<file path="src/rtl/pdl_pkg.sv">
// Package: shared override encoding for the programmable delay line.
// Assumes: overrides are level inputs sampled on the tick clock.
package pdl_pkg;

    typedef enum logic [1:0] {
        OVR_NONE = 2'd0,
        OVR_MIN  = 2'd1,
        OVR_MAX  = 2'd2
    } ovr_e;

    // Resolve the two force inputs; minimum always wins.
    function automatic ovr_e resolve_ovr(input logic fmin, input logic fmax);
        if (fmin)      return OVR_MIN;
        else if (fmax) return OVR_MAX;
        else           return OVR_NONE;
    endfunction

endpackage

</file>
<file path="src/rtl/pdl_ovr_arb.sv">
// Module: pdl_ovr_arb
// Turns the minimum/maximum force inputs into one override code.
// Assumes: inputs are synchronous to the tick clock; purely combinational.
module pdl_ovr_arb
    import pdl_pkg::*;
(
    input  logic force_min,
    input  logic force_max,
    output ovr_e ovr
);

    // Priority resolve: minimum before maximum.
    always_comb begin
        ovr = resolve_ovr(force_min, force_max);
    end

endmodule

</file>
<file path="src/rtl/pdl_sel_latch.sv">
// Module: pdl_sel_latch
// Clocked model of the select/cascade latch bank with set/reset overrides.
// Assumes: latch_en high means "transparent" (loads each edge); low holds.
// The extra-unit flag is active only while the maximum override is held.
module pdl_sel_latch
    import pdl_pkg::*;
#(
    parameter int SEL_W = 7
) (
    input  logic             clk,
    input  logic             rst_n,
    input  logic             latch_en,
    input  logic [SEL_W-1:0] sel_in,
    input  logic             casc_in,
    input  ovr_e             ovr,
    output logic [SEL_W-1:0] code_q,
    output logic             casc_q,
    output logic             extra_q
);

    localparam logic [SEL_W-1:0] MAX_PAT = {SEL_W{1'b1}} & ~SEL_W'(3);

    // Latch bank update: reset, overrides, load, or hold.
    always_ff @(posedge clk) begin
        if (!rst_n) begin
            code_q <= '0;
            casc_q <= 1'b0;
        end else begin
            unique case (ovr)
                OVR_MIN: begin
                    code_q <= '0;
                    casc_q <= 1'b0;
                end
                OVR_MAX: begin
                    code_q <= MAX_PAT;
                    casc_q <= 1'b1;
                end
                default: begin
                    if (latch_en) begin
                        code_q <= sel_in;
                        casc_q <= casc_in;
                    end
                end
            endcase
        end
    end

    // Extra-unit stage select follows the held maximum override.
    always_ff @(posedge clk) begin
        if (!rst_n) extra_q <= 1'b0;
        else        extra_q <= (ovr == OVR_MAX);
    end

endmodule

</file>
<file path="src/rtl/pdl_tap_line.sv">
// Module: pdl_tap_line
// Shift register with a tap multiplexer; tap = fixed path + weighted code
// (+ one unit when extra is set).
// Assumes: TICKS_PER_UNIT is a multiple of 4 and FIXED_TAPS >= 1.
module pdl_tap_line #(
    parameter int SEL_W          = 7,
    parameter int TICKS_PER_UNIT = 4,
    parameter int FIXED_TAPS     = 2
) (
    input  logic             clk,
    input  logic             rst_n,
    input  logic             din,
    input  logic [SEL_W-1:0] code,
    input  logic             extra,
    output logic             tap_out
);

    localparam int QTR   = TICKS_PER_UNIT / 4;
    localparam int TAPS  = FIXED_TAPS + QTR * ((1 << SEL_W) - 1) + TICKS_PER_UNIT;
    localparam int IDX_W = $clog2(TAPS);

    logic [TAPS-1:0]  sh;
    logic [IDX_W-1:0] part [SEL_W+1];

    // Base of the tap sum: fixed path plus optional extra unit.
    assign part[0] = IDX_W'(FIXED_TAPS - 1) + (extra ? IDX_W'(TICKS_PER_UNIT) : '0);

    // One binary-weighted stage per select bit.
    for (genvar k = 0; k < SEL_W; k++) begin : g_stage
        assign part[k+1] = part[k] + (code[k] ? IDX_W'(QTR << k) : '0);
    end

    // Delay line: shift one position per tick.
    always_ff @(posedge clk) begin
        if (!rst_n) sh <= '0;
        else        sh <= {sh[TAPS-2:0], din};
    end

    // Tap multiplexer.
    always_comb begin
        tap_out = sh[part[SEL_W]];
    end

endmodule

</file>
<file path="src/rtl/pdl_delay_top.sv">
// Module: pdl_delay_top
// Programmable tap delay line: latch bank, override arbiter, tap line and
// output gate. Cascade pair reports the latched cascade bit.
// Assumes: all inputs synchronous to clk; reset is synchronous active-low.
module pdl_delay_top
    import pdl_pkg::*;
#(
    parameter int SEL_W          = 7,
    parameter int TICKS_PER_UNIT = 4,
    parameter int FIXED_TAPS     = 2
) (
    input  logic             clk,
    input  logic             rst_n,
    input  logic             din,
    input  logic [SEL_W-1:0] sel_in,
    input  logic             casc_in,
    input  logic             latch_en,
    input  logic             force_min,
    input  logic             force_max,
    input  logic             out_off,
    output logic             dout,
    output logic             casc_hi,
    output logic             casc_lo
);

    ovr_e             ovr;
    logic [SEL_W-1:0] code_q;
    logic             casc_q;
    logic             extra_q;
    logic             tap_out;

    pdl_ovr_arb u_arb (
        .force_min (force_min),
        .force_max (force_max),
        .ovr       (ovr)
    );

    pdl_sel_latch #(.SEL_W(SEL_W)) u_latch (
        .clk      (clk),
        .rst_n    (rst_n),
        .latch_en (latch_en),
        .sel_in   (sel_in),
        .casc_in  (casc_in),
        .ovr      (ovr),
        .code_q   (code_q),
        .casc_q   (casc_q),
        .extra_q  (extra_q)
    );

    pdl_tap_line #(
        .SEL_W          (SEL_W),
        .TICKS_PER_UNIT (TICKS_PER_UNIT),
        .FIXED_TAPS     (FIXED_TAPS)
    ) u_line (
        .clk     (clk),
        .rst_n   (rst_n),
        .din     (din),
        .code    (code_q),
        .extra   (extra_q),
        .tap_out (tap_out)
    );

    // Output gate and complementary cascade pair.
    always_comb begin
        dout    = tap_out & ~out_off;
        casc_hi = casc_q;
        casc_lo = ~casc_q;
    end

endmodule

</file>
<file path="config.mk">
export PLATFORM = sky130hd
export DESIGN_NAME = pdl_delay_top
export DESIGN_NICKNAME = d
export VERILOG_FILES = /design/src/rtl/pdl_pkg.sv /design/src/rtl/pdl_ovr_arb.sv /design/src/rtl/pdl_sel_latch.sv /design/src/rtl/pdl_tap_line.sv /design/src/rtl/pdl_delay_top.sv
export SDC_FILE = /design/constraint.sdc
export NUM_CORES = 1
export LEC_CHECK = 0
export BUFFER_PORTS_ARGS = -buffer_cell sky130_fd_sc_hd__clkbuf_2
export CORE_UTILIZATION = 45
export DETAILED_ROUTE_END_ITERATION = 6
export GPL_TIMING_DRIVEN = 0
export PLACE_DENSITY = 0.74
export SYNTH_ARGS = -nofsm -noshare
export SYNTH_HDL_FRONTEND = slang
export SYNTH_SLANG_ARGS = --single-unit
</file>
<file path="constraint.sdc">
create_clock -name clk -period 2.7 [get_ports clk]
set_input_delay 0.54 -clock clk [delete_from_list [all_inputs] [get_ports clk]]
set_output_delay 0.54 -clock clk [all_outputs]
set_load 0.1 [all_outputs]
</file>
== Word-level counts from Yosys, hierarchy flattened ==
Index checks and enable logic that the tools add are counted.

* Latch bits: 0
* Memory bits (writable): 0
* Memory bits (read-only): 0
* Memories kept: 0
* Output and inout bits: 3
* Input bits: 15
* Register bits after elaboration: 142

* $mul: 0
* Divide/modulo/power cells: 0
* Add/sub/neg operators: 8
* Equality and inequality tests: 2
* Magnitude comparators: 1
* Reduce and logical (&&, ||, !) cells: 1
* Shifts and indexed selects: 0
* Multiplexer cells: 16
* Bitwise gates (word level): 3

{| class="wikitable"
|+ Operator list
! operator !! number
|-
| $add 8x8->8 || 7
|-
| $mux 7 || 2
|-
| $pmux 7 s2 || 1
|-
| $lt 8x9->1 const B || 1
|-
| $add 1x8->8 const A || 1
|-
| $bmux 1 s8 || 1
|-
| $mux 2 || 3
|-
| $mux 3 || 2
|-
| $mux 6 || 1
|-
| $mux 5 || 1
|-
| $mux 4 || 1
|-
| $mux 1 || 3
|-
| $reduce_bool 3->1 || 1
|-
| $eq 2x1->1 const B || 1
|-
| $eq 2x2->1 const B || 1
|-
| $not 1->1 || 2
|-
| $pmux 1 s2 || 1
|-
| $and 1x1->1 || 1
|}

== Longest topological paths before layout ==
* Depth after elaboration: 12
* Gate-level depth with buffers: 10
* Depth with buffers taken out: 8

== Hierarchy ==
Synthesis repeated with hierarchy kept, for this count alone.

* Cell total of the unflattened synthesis: 475
* Area total of the unflattened synthesis: 5601.6 um2

{| class="wikitable"
|+ By module, submodules not included
! module !! instances !! seq. area each (um2) !! cells an instance !! area each (um2)
|-
| pdl_tap_line || 1 || 2662.6 || 428 || 5134.9
|-
| pdl_sel_latch || 1 || 180.2 || 43 || 427.9
|-
| pdl_ovr_arb || 1 || 0.0 || 2 || 21.3
|-
| pdl_delay_top || 1 || 0.0 || 2 || 17.5
|}

== Least setup slack after synthesis ==
Ideal clock, no wire load.

* Path kind: register to output
* Start: register u_latch.code_q[2]
* End: output port dout
* Buffers on the path: 1
* Setup slack: -0.481 ns
* Stages on the path, launching flop included: 10
* Arrival time: 2.641 ns
* Cell sequence: dfxtp_1 > ha_1 > a31oi_1 > xor2_1 > buf_2 > nand2_1 > nand4_1 > nand4_1 > o22ai_1 > o31a_1

* Cells in the longest elaborated chain, start to end: 9

{| class="wikitable"
|+ Ends and longest elaborated chain
! what !! line !! text
|-
| from (decl) || pdl_sel_latch.sv:16 || <nowiki>output logic [SEL_W-1:0] code_q,</nowiki>
|-
| from (signal assigned) || pdl_sel_latch.sv:40 || <nowiki>code_q <= sel_in;</nowiki>
|-
| $mux 3 || pdl_tap_line.sv:30 || <nowiki>assign part[k+1] = part[k] + (code[k] ? IDX_W'(QTR << k) : '0);</nowiki>
|-
| $add 8x8->8 (5 in a row) || pdl_tap_line.sv:30 ||
|-
| $bmux 1 s8 || pdl_tap_line.sv:41 || <nowiki>tap_out = sh[part[SEL_W]];</nowiki>
|-
| $mux 1 (implied by the code) || pdl_tap_line.sv:41 ||
|-
| $and 1x1->1 || pdl_delay_top.sv:65 || <nowiki>dout = tap_out & ~out_off;</nowiki>
|-
| to (decl) || pdl_delay_top.sv:21 || <nowiki>output logic dout,</nowiki>
|}

No other way between the ends. The select of a mux whose other input is x is not followed.

== Worst setup path after layout ==
* Start: register u_latch.extra_q
* End: output port dout

* Cells in the longest elaborated chain, start to end: 12

{| class="wikitable"
|+ Ends and longest elaborated chain
! what !! line !! text
|-
| from (decl) || pdl_sel_latch.sv:18 || <nowiki>output logic extra_q</nowiki>
|-
| from (signal assigned) || pdl_sel_latch.sv:51 || <nowiki>else extra_q <= (ovr == OVR_MAX);</nowiki>
|-
| $mux 3 || pdl_tap_line.sv:26 || <nowiki>assign part[0] = IDX_W'(FIXED_TAPS - 1) + (extra ? IDX_W'(TICKS_PER_UNIT) : '0);</nowiki>
|-
| $add 1x8->8 || pdl_tap_line.sv:26 ||
|-
| $add 8x8->8 (7 in a row) || pdl_tap_line.sv:30 ||
|-
| $bmux 1 s8 || pdl_tap_line.sv:41 ||
|-
| $mux 1 (implied by the code) || pdl_tap_line.sv:41 ||
|-
| $and 1x1->1 || pdl_delay_top.sv:65 ||
|}

No other way between the ends. The select of a mux whose other input is x is not followed.

==> flow_summary.yaml <==
status:
  status: "finished with violations"
  violations: "setup timing"
sta:
  worstMarginPinSlew_ps: 576
  rsz0062_at_grt: "true"
  fin_crit_sh_pct: 123
  max_freq_ghz: 0.302
  slew-limit-headroom_pct: 61.4
  final-setup-viol-count: 1
  setup_tns_ps: -616
  hold_viol_final: 0
  finClkSkew_ps: 9.94
  maxSlewViolCount: 0
  period_minus_slack_ps: 3320
  fin_ws_ps: -616
placement:
  pre_cts_ws_ps: -601
  numPortBuffers: 16
  hpwl_mm: 6.40
  globalplace.congestion: 0.764
synthesis:
  yosysWarnings: 0
  synthCells: 440
  synth_nets: 457
  synth_cell_type_count: 35
  avgSynthCellArea_um2: 11.9
  ys_seq_area_share_pct: 54.3
  netlist_area_um2: 5230
  synth_seq_cells: 142
finish:
  nNetsFinal: 499
  antenna_cells: 0
  nFillCells: 912
  seqCellArea_um2: 2850
  final_core_util_pct: 55.4
  area_delta_synth_final_pct: 20.3
  layout-drive-gt1-share_pct: 21.7
  multi_input_area_um2: 2340
critical_path:
  critPathArrivalTime_ps: 2780
  cp_max_fo: 10
  worst_r2r_startpoint: "u_latch.code_q[0]$_SDFFE_PN0P_"
  cp-end-kind: "output pin"
  cp_common_cell: "nand4_1"
  worst-r2r-cell-count: 4
  critPathTopFamily: "compound AO/OA/AOI/OAI gates"
  critPathBufInv: 2
  r2r-end: "u_latch.code_q[0]$_SDFFE_PN0P_"
  max_stage_delay_ps: 360
  crit_slowest_cell: "dfxtp_1"
  path_cells: "ha_4 -> a31oi_2 -> xor2_2 -> buf_4 -> nand4_1 -> nand4_1 -> o31ai_1 -> o31a_4 -> clkbuf_16"
  cp-start-kind: "flip-flop"
  required_ps: 2160
  path_class: "flip-flop to output pin"
  rrSetupSlack_ps: 1600
power:
  peakVddDrop_v: 0.000682
  powerDensity_nw_per_um2: 715
  p_sw_uw: 945
  sw_frac_of_total_pct: 21.0
  combPwrFrac_pct: 5.0
  pwr-share-clk_pct: 48.0
  internal_power_uw: 3550
  leakage_uw: 0.00246
  seq_power_share_pct: 47.0
drt:
  final_antenna_net_count: 0
  dr.pass1.iters: 4
  drc: 0
  avgRoutedWirePerCell_um: 15.5
  wirelength_mm: 9.87
  vias: 3277
  drt-initial-drc-count: 204
  vias_per_cell: 5.14
min_path:
  hold_end: "u_latch.code_q[1]$_SDFFE_PN0P_"
  hold_depth: 2
  hp-class: "primary input to flip-flop"
  min_from: "force_max"
floorplan:
  io_pins: 18
  die_area_um2: 12100
  coreArea_um2: 11400
  initial_core_util_pct: 46.0
  placementRows: 39
  fp.dieW_um: 110
  dieHeight_um: 110
flow_run:
  timing.max_cap.violations: 0
global_routing:
  grt.total_usage_pct: 18.0
  grt_max_degree: 17
  grt_overflow_total: 0
  antenna_found_initial: 0
  grt_pass1_vias: 3314
  grt_pass1_wl_mm: 16.1
clock_network:
  numClockSinks: 142
  clockRootBuffer: "clkbuf_16"
  cts_tree: "done"
  clk_pin_slew_ps: 50
  clk_latency_ps: 410
  numCtsBuffers: 17
  cts_max_level: 4
  clk_path_buf_depth: 2
-- logic make-up after synthesis --
| logic type | count (synthesis) | synth area share (%) |
|---|---|---|
| mux | 44 | 16.7 |
| compound gates | 21 | 2.63 |
| fa+ha+maj | 2 | 0.478 |
| xor+xnor | 6 | 1.51 |
| flops | 142 | 54.3 |
| buf+inv | 30 | 2.80 |
| simple gates | 195 | 21.6 |
-- power by group through the flow --
stage / clock [uW] / sequential (uW) / combinational, uW
3_5_place_dp: 0 / 2160 / 190
4_1_cts: 2190 / 2110 / 223
6_report: 2160 / 2110 / 224
5_1_grt: 2290 / 2110 / 242
2_1_floorplan: 0 / 2160 / 131
3_3_place_gp: 0 / 2160 / 187
-- final cells by class --
type,count,area share [%]
inverters,2,0.119
flip-flops and latches,142,45.2
repair buffers,24,2.80
plain buffers,27,3.00
clock buffers,26,7.93
multi-input cells,268,37.2
clock inverters,5,0.895
well taps,143,2.84
-- sequential cells by signal (all words and copies together) (netlist names) --
signal,flops
u_latch.code_q,7
u_latch.casc_q,1
u_line.sh,133
u_latch.extra_q,1
-- worst register-to-register path, stage by stage, from the launching register on --
cell and delay [ps]:
dfxtp_2 370, buf_6 170, buf_6 190, mux2i_1 90, nor3_1 190
-- what timing repair did --
action,in CTS,in global routing
hold buffers,0,0
endpoints found under the setup margin,1,1
setup buffers,8,0
gates resized for setup,26,3
pin swaps,5,2
-- cells in the mapped netlist --
cell type    n  share of area (%)
nand3b_1     1               0.14
xnor2_1      3               0.50
ha_1         2               0.48
nor3_1       2               0.19
a211oi_1     3               0.43
o21ai_0      2               0.19
nand2b_1     1               0.12
inv_1        2               0.14
o31ai_1      1               0.14
nand2_1     32                2.3
a211oi_2     1               0.24
buf_6        2               0.43
mux4_2      28                 12
clkbuf_1    17                1.2
buf_4        3               0.43
nand3_1      1              0.096
xor2_1       1               0.17
mux4_1       5                2.5
a21o_2       1               0.17
a21oi_1      8               0.77
and2_1     134                 16
xor2_2       1               0.31
mux2i_1     11                2.1
a31oi_1      2               0.24
dfxtp_1    142                 54
nand4_1     15                1.8
xor2_4       1               0.53
o31a_1       1               0.17
nor2b_1      2               0.24
and2b_1      1               0.14
nand4b_1     1               0.17
buf_2        6               0.57
o22ai_1      1               0.12
nor2_1       5               0.36
a2bb2oi_1    1               0.17
-- cell usage in the layout, fill, tap and decap left out, types with 3 or more instances in the layout --
| master | instances |
|---|---|
| nand2_1 | 31 |
| buf_6 | 5 |
| clkbuf_1 | 22 |
| a21oi_1 | 8 |
| clkbuf_16 | 18 |
| mux2i_1 | 10 |
| nand4_1 | 15 |
| mux4_1 | 4 |
| a211oi_2 | 3 |
| mux4_2 | 29 |
| dfxtp_2 | 3 |
| clkbuf_2 | 15 |
| clkbuf_8 | 4 |
| buf_8 | 3 |
| and2_1 | 134 |
| dfxtp_1 | 139 |
| buf_4 | 8 |
| nor2_1 | 5 |
-- layer usage --
metal / global-route usage (%) / vias up / part of all wire, %
met5: 0 / - / 0
li1: - / 1590 / -
met3: 4.74 / 14 / 4.3
met1: 22.4 / 1599 / 45
met2: 29.3 / 74 / 49
met4: 7.81 / 0 / 1.7
-- stage by stage --
step	total power, uW	area, um2	instances	hold slack, ps
6_report	4500	6290	637	324
5_1_grt	4650	6290	637	315
4_1_cts	4530	6280	637	313
3_5_place_dp	2350	5550	599	438
3_3_place_gp	2340	5550	599	427
2_1_floorplan	2290	5290	440	421
-- worst max-delay path by stage --
| stage | from | to | slack (ps) | depth (start not counted) |
|---|---|---|---|---|
| 2_1_floorplan | u_latch.code_q[1]$_SDFFE_PN0P_ | dout | 5 | 8 |
| 3_3_place_gp | u_latch.code_q[2]$_SDFFE_PN0P_ | dout | -650 | 8 |
| 3_5_place_dp | u_latch.code_q[2]$_SDFFE_PN0P_ | dout | -600 | 8 |
| 4_1_cts | u_latch.code_q[2]$_SDFFE_PN0P_ | dout | -610 | 9 |
| 5_1_grt | u_latch.extra_q$_SDFF_PN0_ | dout | -740 | 10 |
| 6_report | u_latch.extra_q$_SDFF_PN0_ | dout | -620 | 9 |
Power figures use the tool's default switching activity.
